===== src/rtl/cpwm_pkg.sv =====
package cpwm_pkg;
  localparam int CODE_W = 8;
  localparam int DT_W   = 10;   // holds up to 1008 ticks
  localparam int N_LEGS = 2;

  typedef enum logic [1:0] {
    RNG_UNIT = 2'd0,
    RNG_X2   = 2'd1,
    RNG_X8   = 2'd2,
    RNG_X16  = 2'd3
  } dt_range_e;
endpackage


===== src/rtl/cpwm_dt_decode.sv =====
module cpwm_dt_decode
  import cpwm_pkg::*;
#(
  parameter int CW = CODE_W,
  parameter int TW = DT_W
) (
  input  logic [CW-1:0] code,
  output logic [TW-1:0] dt_ticks
);
  dt_range_e rng;

  always_comb begin
    if (!code[7])      rng = RNG_UNIT;
    else if (!code[6]) rng = RNG_X2;
    else if (!code[5]) rng = RNG_X8;
    else               rng = RNG_X16;
  end

  // The offsets of 64 and 32 are exact powers of two, so each range is
  // built by concatenation and needs no adder.
  always_comb begin
    case (rng)
      RNG_UNIT: dt_ticks = TW'(code[6:0]);
      RNG_X2:   dt_ticks = TW'({1'b1, code[5:0], 1'b0});
      RNG_X8:   dt_ticks = TW'({1'b1, code[4:0], 3'b000});
      default:  dt_ticks = TW'({1'b1, code[4:0], 4'b0000});
    endcase
  end
endmodule


===== src/rtl/cpwm_dt_leg.sv =====
module cpwm_dt_leg
  import cpwm_pkg::*;
#(
  parameter int TW = DT_W
) (
  input  logic          clk,
  input  logic          rst_n,
  input  logic          tick_en,
  input  logic          lvl_in,
  input  logic [TW-1:0] dt_ticks,
  output logic          act
);
  logic          act_q, act_nx;
  logic [TW-1:0] cnt_q, cnt_nx;

  always_comb begin
    act_nx = act_q;
    cnt_nx = cnt_q;
    if (!lvl_in) begin
      act_nx = 1'b0;
      cnt_nx = '0;
    end else if (!act_q) begin
      if (cnt_q >= dt_ticks) begin
        act_nx = 1'b1;
      end else if (tick_en) begin
        cnt_nx = cnt_q + 1'b1;
      end
    end
  end

  always_ff @(posedge clk or negedge rst_n) begin
    if (!rst_n) begin
      act_q <= 1'b0;
      cnt_q <= '0;
    end else begin
      act_q <= act_nx;
      cnt_q <= cnt_nx;
    end
  end

  assign act = act_q;
endmodule


===== src/rtl/cpwm_pin_drive.sv =====
module cpwm_pin_drive (
  input  logic act,
  input  logic main_en,
  input  logic off_idle_sel,
  input  logic ch_en,
  input  logic pol,
  input  logic idle_lvl,
  output logic pin,
  output logic oe
);
  always_comb begin
    if (main_en) begin
      oe  = ch_en;
      pin = ch_en ? (act ^ pol) : idle_lvl;
    end else begin
      oe  = off_idle_sel & ch_en;
      pin = idle_lvl;
    end
  end
endmodule


===== src/rtl/cpwm_deadband_stage.sv =====
module cpwm_deadband_stage
  import cpwm_pkg::*;
(
  input  logic              clk,
  input  logic              rst_n,
  input  logic              tick_en,
  input  logic [CODE_W-1:0] dt_code,
  input  logic              ref_pwm,
  input  logic              main_en,
  input  logic              off_idle_sel,
  input  logic              ch_en_main,
  input  logic              ch_en_comp,
  input  logic              pol_main,
  input  logic              pol_comp,
  input  logic              idle_main,
  input  logic              idle_comp,
  output logic              pin_main,
  output logic              pin_comp,
  output logic              pin_main_oe,
  output logic              pin_comp_oe
);
  logic [1:0]        rst_sync_q;
  logic              rst_s;
  logic [DT_W-1:0]   dt_ticks;
  logic [N_LEGS-1:0] leg_in, leg_act, en_v, pol_v, idle_v, pin_v, oe_v;

  // Reset is asserted asynchronously and released on a clock edge.
  always_ff @(posedge clk or negedge rst_n) begin
    if (!rst_n) rst_sync_q <= 2'b00;
    else        rst_sync_q <= {rst_sync_q[0], 1'b1};
  end
  assign rst_s = rst_sync_q[1];

  cpwm_dt_decode #(.CW(CODE_W), .TW(DT_W)) dec_i (
    .code     (dt_code),
    .dt_ticks (dt_ticks)
  );

  assign leg_in = {~ref_pwm, ref_pwm};   // leg 0 main, leg 1 complement
  assign en_v   = {ch_en_comp, ch_en_main};
  assign pol_v  = {pol_comp,   pol_main};
  assign idle_v = {idle_comp,  idle_main};

  for (genvar g = 0; g < N_LEGS; g++) begin : g_leg
    cpwm_dt_leg #(.TW(DT_W)) leg_i (
      .clk      (clk),
      .rst_n    (rst_s),
      .tick_en  (tick_en),
      .lvl_in   (leg_in[g]),
      .dt_ticks (dt_ticks),
      .act      (leg_act[g])
    );
    cpwm_pin_drive drv_i (
      .act          (leg_act[g]),
      .main_en      (main_en),
      .off_idle_sel (off_idle_sel),
      .ch_en        (en_v[g]),
      .pol          (pol_v[g]),
      .idle_lvl     (idle_v[g]),
      .pin          (pin_v[g]),
      .oe           (oe_v[g])
    );
  end

  assign pin_main    = pin_v[0];
  assign pin_comp    = pin_v[1];
  assign pin_main_oe = oe_v[0];
  assign pin_comp_oe = oe_v[1];
endmodule


===== config.mk =====
export PLATFORM = sky130hd
export DESIGN_NAME = cpwm_deadband_stage
export DESIGN_NICKNAME = d
export VERILOG_FILES = /design/src/rtl/cpwm_pkg.sv /design/src/rtl/cpwm_dt_decode.sv /design/src/rtl/cpwm_dt_leg.sv /design/src/rtl/cpwm_pin_drive.sv /design/src/rtl/cpwm_deadband_stage.sv
export SDC_FILE = /design/constraint.sdc
export NUM_CORES = 1
export LEC_CHECK = 0
export BUFFER_PORTS_ARGS = -buffer_cell sky130_fd_sc_hd__clkbuf_2
export CAP_MARGIN = 20
export CORE_MARGIN = 1
export CORE_UTILIZATION = 60
export CTS_CLUSTER_SIZE = 16
export DETAILED_ROUTE_END_ITERATION = 16
export PLACE_DENSITY = 0.84
export SYNTH_ARGS = -nofsm -noshare
export SYNTH_HDL_FRONTEND = slang
export SYNTH_HIERARCHICAL = 1
export SYNTH_SLANG_ARGS = --single-unit
export TNS_END_PERCENT = 30

===== constraint.sdc =====
create_clock -name clk -period 1.69 [get_ports clk]
set_clock_uncertainty 0.1 [all_clocks]
set_input_delay 0.169 -clock clk [delete_from_list [all_inputs] [get_ports clk]]
set_output_delay 0.169 -clock clk [all_outputs]
set_load 0.01 [all_outputs]

==> results of run 1 <==
==> stage by stage <==
step	setup TNS [ps]	utilization
2_1_floorplan	-6840	-
3_3_place_gp	-13830	0.801
3_5_place_dp	-14350	0.801
4_1_cts	-4430	0.910
==> synth_stat cells, types with 3 or more instances <==
master	n	area share
a21oi_1	20	0.049
and3_1	5	0.015
dfrtp_1	24	0.29
ha_1	22	0.13
inv_1	27	0.050
mux2i_1	10	0.049
nand2_1	13	0.024
nand2b_1	13	0.040
nand3_1	16	0.039
nand4_1	8	0.024
nor2_1	7	0.013
nor4_1	6	0.018
o21a_1	4	0.015
o21ai_0	14	0.034
o22ai_1	3	0.0092
o31ai_1	6	0.022
or4_1	6	0.022
==> kinds of logic after synthesis <==
logic type | count (synthesis) | share of synthesized area
simple gates | 81 | 0.221
fa+ha+maj | 22 | 0.135
xor+xnor | 2 | 0.00856
buf+inv | 34 | 0.0722
mux | 10 | 0.0489
other cells | 1 | 0.00183
flops | 24 | 0.294
compound gates | 65 | 0.219
==> timing repair <==
item	in CTS
buffers inserted	8
endpoints found under the setup margin	22
endpoints found under the hold margin	6
cloned	4
hold buffers	2
pin swaps	20
gates resized for setup	36
==> flow_summary.rst, run 1 <==
.. list-table::
   :header-rows: 1

   * - Metric
     - Value
   * - Tool error message
     - [ERROR DPL-0038] Utilization greater than 100%, impossible to legalize
   * - Worst Endpoint after GRT Repair
     - g_leg[1].leg_i/cnt_q[6]$_DFFE_PN0P_/D
   * - Placed cell count
     - between 300 and 400
   * - Gate Count Post-Synth
     - approximately 240
   * - I/O pin total
     - 24
   * - Number of cell rows
     - 20
   * - Syn_area_per_cell
     - 8.56 µm²
   * - Number of buffers added on ports
     - 23
   * - Post-synthesis sequential element count
     - 24
   * - Htree depth
     - 1
   * - Synth async-reset ratio
     - 1.00
   * - Number of synthesized flops with an enable pin
     - 0
   * - Setup WS pre-CTS
     - -735 ps
   * - DP Wirelength
     - 3900 µm
   * - Halt point of the flow
     - global routing (5_1_grt)
   * - Clock root buffer
     - clkbuf_4
   * - Clk sinks
     - 24
   * - Die Ht
     - 60.4 µm
   * - Status
     - stopped before the end
   * - Leading register cell type out of synthesis
     - dfrtp_1
   * - Kind of the worst endpoint
     - sequential cell input
   * - Sequential element share of the synthesized area
     - 0.294
   * - Max Buffers Root-to-Sink
     - 2
   * - Initial standard-cell utilization of the core
     - 0.649
   * - Post-placement cell area
     - ~2500 µm²
   * - Horiz. Die Dim
     - 60.4 µm
   * - Placer's final routability congestion estimate
     - approximately 0.96
   * - Syn. warnings
     - 6
   * - Total clock buffers created by CTS
     - 3
   * - Maximum number of pins on one net before global-route repair
     - 19
   * - Synth cell types
     - 38
   * - Syn Nets
     - ~280
   * - Summed instance area of the synthesized netlist
     - just over 2000 µm²
==> inputs of run 2 (changes only) <==
--- a/config.mk
+++ b/config.mk
@@ -8,10 +8,9 @@
 export BUFFER_PORTS_ARGS = -buffer_cell sky130_fd_sc_hd__clkbuf_2
 export CAP_MARGIN = 20
 export CORE_MARGIN = 1
-export CORE_UTILIZATION = 60
-export CTS_CLUSTER_SIZE = 16
+export CORE_UTILIZATION = 40
 export DETAILED_ROUTE_END_ITERATION = 16
-export PLACE_DENSITY = 0.84
+export PLACE_DENSITY_LB_ADDON = 0.15
 export SYNTH_ARGS = -nofsm -noshare
 export SYNTH_HDL_FRONTEND = slang
 export SYNTH_HIERARCHICAL = 1
==> flow_summary.rst, run 2 <==
.. list-table::
   :header-rows: 1

   * - Metric
     - Value
   * - Status
     - complete, but fails checks
   * - Failing checks
     - negative setup slack
   * - Final layout net count
     - about 360
   * - Sequential element share of the synthesized area
     - 0.294
   * - Area Overhead vs Synth
     - 47.6%
   * - Final std cell area, no fill
     - approximately 3000 µm²
   * - Vias
     - between 2000 and 2500
   * - Overall Global Routing Usage
     - 0.223
   * - Floorplan Core Area
     - roughly 4800 µm²
   * - Setup WS pre-CTS
     - -779 ps
   * - # Max-Cap Violations
     - 0
   * - Max-slew violations
     - 0
   * - Wire length per cell after detailed routing
     - ~15 µm
   * - Flip-flop count of the largest register, all copies and words added
     - 20
   * - Router iterations before antenna repair
     - 4
   * - Max Buffers Root-to-Sink
     - 2
   * - Internal Dissipation
     - 0.986 mW
   * - Wirelength, routed
     - roughly 5600 µm
   * - Vias in the first global route
     - 2005
   * - Number of cell rows
     - 25
   * - Final-layout fill cell count
     - between 400 and 500
   * - Sw Share
     - 0.304
   * - Share of the synthesized area in the top cell type
     - 0.294
   * - Post-synthesis sequential element count
     - 24
   * - Gate Count Post-Synth
     - roughly 240
   * - Post-route minimum period
     - approximately 2000 ps
   * - Critical path startpoint category
     - input port
   * - Die Ht
     - about 74 µm
   * - Most instantiated cells after synthesis
     - inv_1, dfrtp_1, ha_1, a21oi_1, nand3_1
   * - Placer's final routability congestion estimate
     - just over 0.8
   * - Summed instance area of the synthesized netlist
     - ~2000 µm²
   * - Synth cell types
     - 38
   * - Worst EP arrival
     - around 2100 ps
   * - Post-route total power
     - between 1 and 1.5 mW
   * - Die footprint
     - between 5000 and 6000 µm²
   * - Maximum number of pins on one net before global-route repair
     - 18
   * - Ratio of final minimum period to clock period
     - 1.20
   * - Peak fanout along the critical path
     - 9
   * - Post-placement cell area
     - approximately 2600 µm²
   * - Cell with the most instances after synthesis
     - inv_1
   * - Biggest register
     - g_leg.leg_i/cnt_q
   * - First-pass GRT wire length
     - a little over 9000 µm
   * - Synth async-reset ratio
     - 1.00
   * - Clock Power Share
     - 0.286
   * - Post-route antenna net violation count
     - 0
   * - RSZ-0062 raised after global routing
     - true
   * - Total clock buffers created by CTS
     - 3
   * - Ordered list of cells on the worst path
     - clkbuf_16 > mux2i_1 > a21boi_2 > inv_2 > ha_4 > a211oi_2 > o21a_2 > o211ai_4 > or4_4 > a21oi_2
   * - Number of antenna repair diodes
     - 0
   * - Syn Nets
     - ~280
   * - I/O pin total
     - 24
   * - Most common cell after layout, fill and taps aside
     - buf_4
   * - Smallest setup slack after layout
     - -345 ps
   * - Clock insertion delay at the later pin of the skew report
     - ~270 ps
   * - Leading register cell type out of synthesis
     - dfrtp_1
   * - Reg-to-reg slack, setup
     - -340 ps
   * - Syn_area_per_cell
     - 8.56 µm²
   * - Routed via count divided by cell count
     - ~5.5
   * - Sequential share of power
     - 0.419
   * - Leakage power of the design
     - roughly 1.4 nW
   * - Maximum clock frequency
     - 491 MHz
   * - Worst Setup Path Type
     - in -> reg
   * - Slowest library cell on the worst path
     - or4_4
   * - DP Wirelength
     - around 3900 µm
   * - Clk sinks
     - 24
   * - Remaining global-route overflow
     - 0
   * - Number of antenna violations at the first check in global routing
     - 0
   * - Initial DRC count
     - 155
   * - Highest cell delay on the worst timing path
     - between 400 and 500 ps
   * - Area leader, netlist
     - dfrtp_1
   * - Final routed DRC violation total
     - 0
   * - Most used cells in the layout excluding fill and tap cells
     - buf_4, dfrtp_1, inv_1
   * - Number of buffers added on ports
     - 23
   * - Utilization after layout
     - 0.627
   * - Clock tree from TritonCTS
     - yes
   * - Share of cells above drive strength 1
     - 0.446
   * - Pwr per Cell Area
     - about 470 nW/µm²
   * - CP endpoint kind
     - register
   * - Horiz. Die Dim
     - 73.5 µm
   * - Synth top area cells
     - dfrtp_1, ha_1, inv_1
   * - Class of the most critical hold timing path
     - reg -> async
   * - Htree depth
     - 1
   * - Clock root buffer
     - clkbuf_8
   * - Clock slew seen by the registers of the worst setup and hold paths
     - ~90 ps
   * - Gate power share
     - 0.294
   * - Number of synthesized flops with an enable pin
     - 0
   * - Initial standard-cell utilization of the core
     - 0.425
   * - Switching Power
     - ~0.43 mW
   * - Worst-case vdd ir drop
     - 0.000388 V
   * - Number of hold violations in the final report
     - 0
   * - Critical Path RT
     - 1790 ps
   * - Syn. warnings
     - 6
   * - Hold slack final
     - 9.48 ps
   * - # setup viols final
     - 22
run 2: metal layers:
metal / vias to the layer above / track usage / part of all wire
met4: 0 / 0.0534 / 0.011
li1: 1032 / - / -
met1: 974 / 0.289 / 0.44
met2: 72 / 0.393 / 0.50
met5: - / 0 / 0
met3: 6 / 0.0274 / 0.046
run 2: logic make-up (layout without fill, tap and decap cells):
group / after synthesis / in the layout / synth area share
compound gates: 65 / 67 / 0.219
buf+inv: 34 / 103 / 0.0722
simple gates: 81 / 83 / 0.221
other cells: 1 / 1 / 0.00183
mux: 10 / 10 / 0.0489
xor+xnor: 2 / 2 / 0.00856
flops: 24 / 24 / 0.294
fa+ha+maj: 22 / 22 / 0.135
run 2: final cells by class:
type	instances	area, µm²	area share
Clock buffer	4	55.1	0.0182
Tap cell	67	83.8	0.0278
Timing Repair Buffer	72	531	0.176
Sequential cell	24	601	0.199
Inverter	27	101	0.0336
Multi-Input combinational cell	185	1650	0.546
run 2: final timing paths:
kind,to,cells past startpoint,from
max in group asynchronous,g_leg[0].leg_i/act$_DFF_PN0_,1,rst_sync_q[1]$_DFF_PN0_
hold / removal,g_leg[0].leg_i/cnt_q[1]$_DFFE_PN0P_,0,rst_sync_q[1]$_DFF_PN0_
hold reg to reg,g_leg[0].leg_i/cnt_q[1]$_DFFE_PN0P_,0,rst_sync_q[1]$_DFF_PN0_
setup reg to reg,g_leg[1].leg_i/cnt_q[7]$_DFFE_PN0P_,6,g_leg[1].leg_i/cnt_q[8]$_DFFE_PN0P_
setup / recovery,g_leg[1].leg_i/cnt_q[7]$_DFFE_PN0P_,10,dt_code[5]
min in group clk,g_leg[0].leg_i/cnt_q[5]$_DFFE_PN0P_,2,ref_pwm
run 2: worst max-delay path: cells and delay by family:
| family | cells | cell delay, ps |
|---|---|---|
| AO/OA/AOI/OAI | 5 | 960 |
| AND/OR/NAND/NOR | 1 | 440 |
| adder cells (fa/ha/maj) | 1 | 240 |
| buffers and inverters | 2 | 210 |
| multiplexers | 1 | 130 |
run 2: through the flow:
stage	cells	TNS, ps
2_1_floorplan	239	-6840
3_3_place_gp	364	-13360
3_5_place_dp	364	-13980
4_1_cts	377	-4810
5_1_grt	379	-7840
6_report	379	-5100
run 2: repair_timing:
action | 4_1_cts | 5_1_grt
endpoints found under the hold margin | 2 | 0
pin swaps | 23 | 12
buffers inserted | 4 | 2
resized for setup | 44 | 17
hold buffers | 1 | 0
endpoints found under the setup margin | 22 | 22
gates cloned | 4 | 0
run 2: power by group through the flow:
stage / logic, mW / clock network (mW) / registers, mW
3_3_place_gp: 0.310 / 0 / 0.605
2_1_floorplan: 0.189 / 0 / 0.611
3_5_place_dp: 0.314 / 0 / 0.606
4_1_cts: 0.386 / 0.415 / 0.594
6_report: 0.416 / 0.405 / 0.594
5_1_grt: 0.464 / 0.442 / 0.596
(Power assumes the default switching activity.)
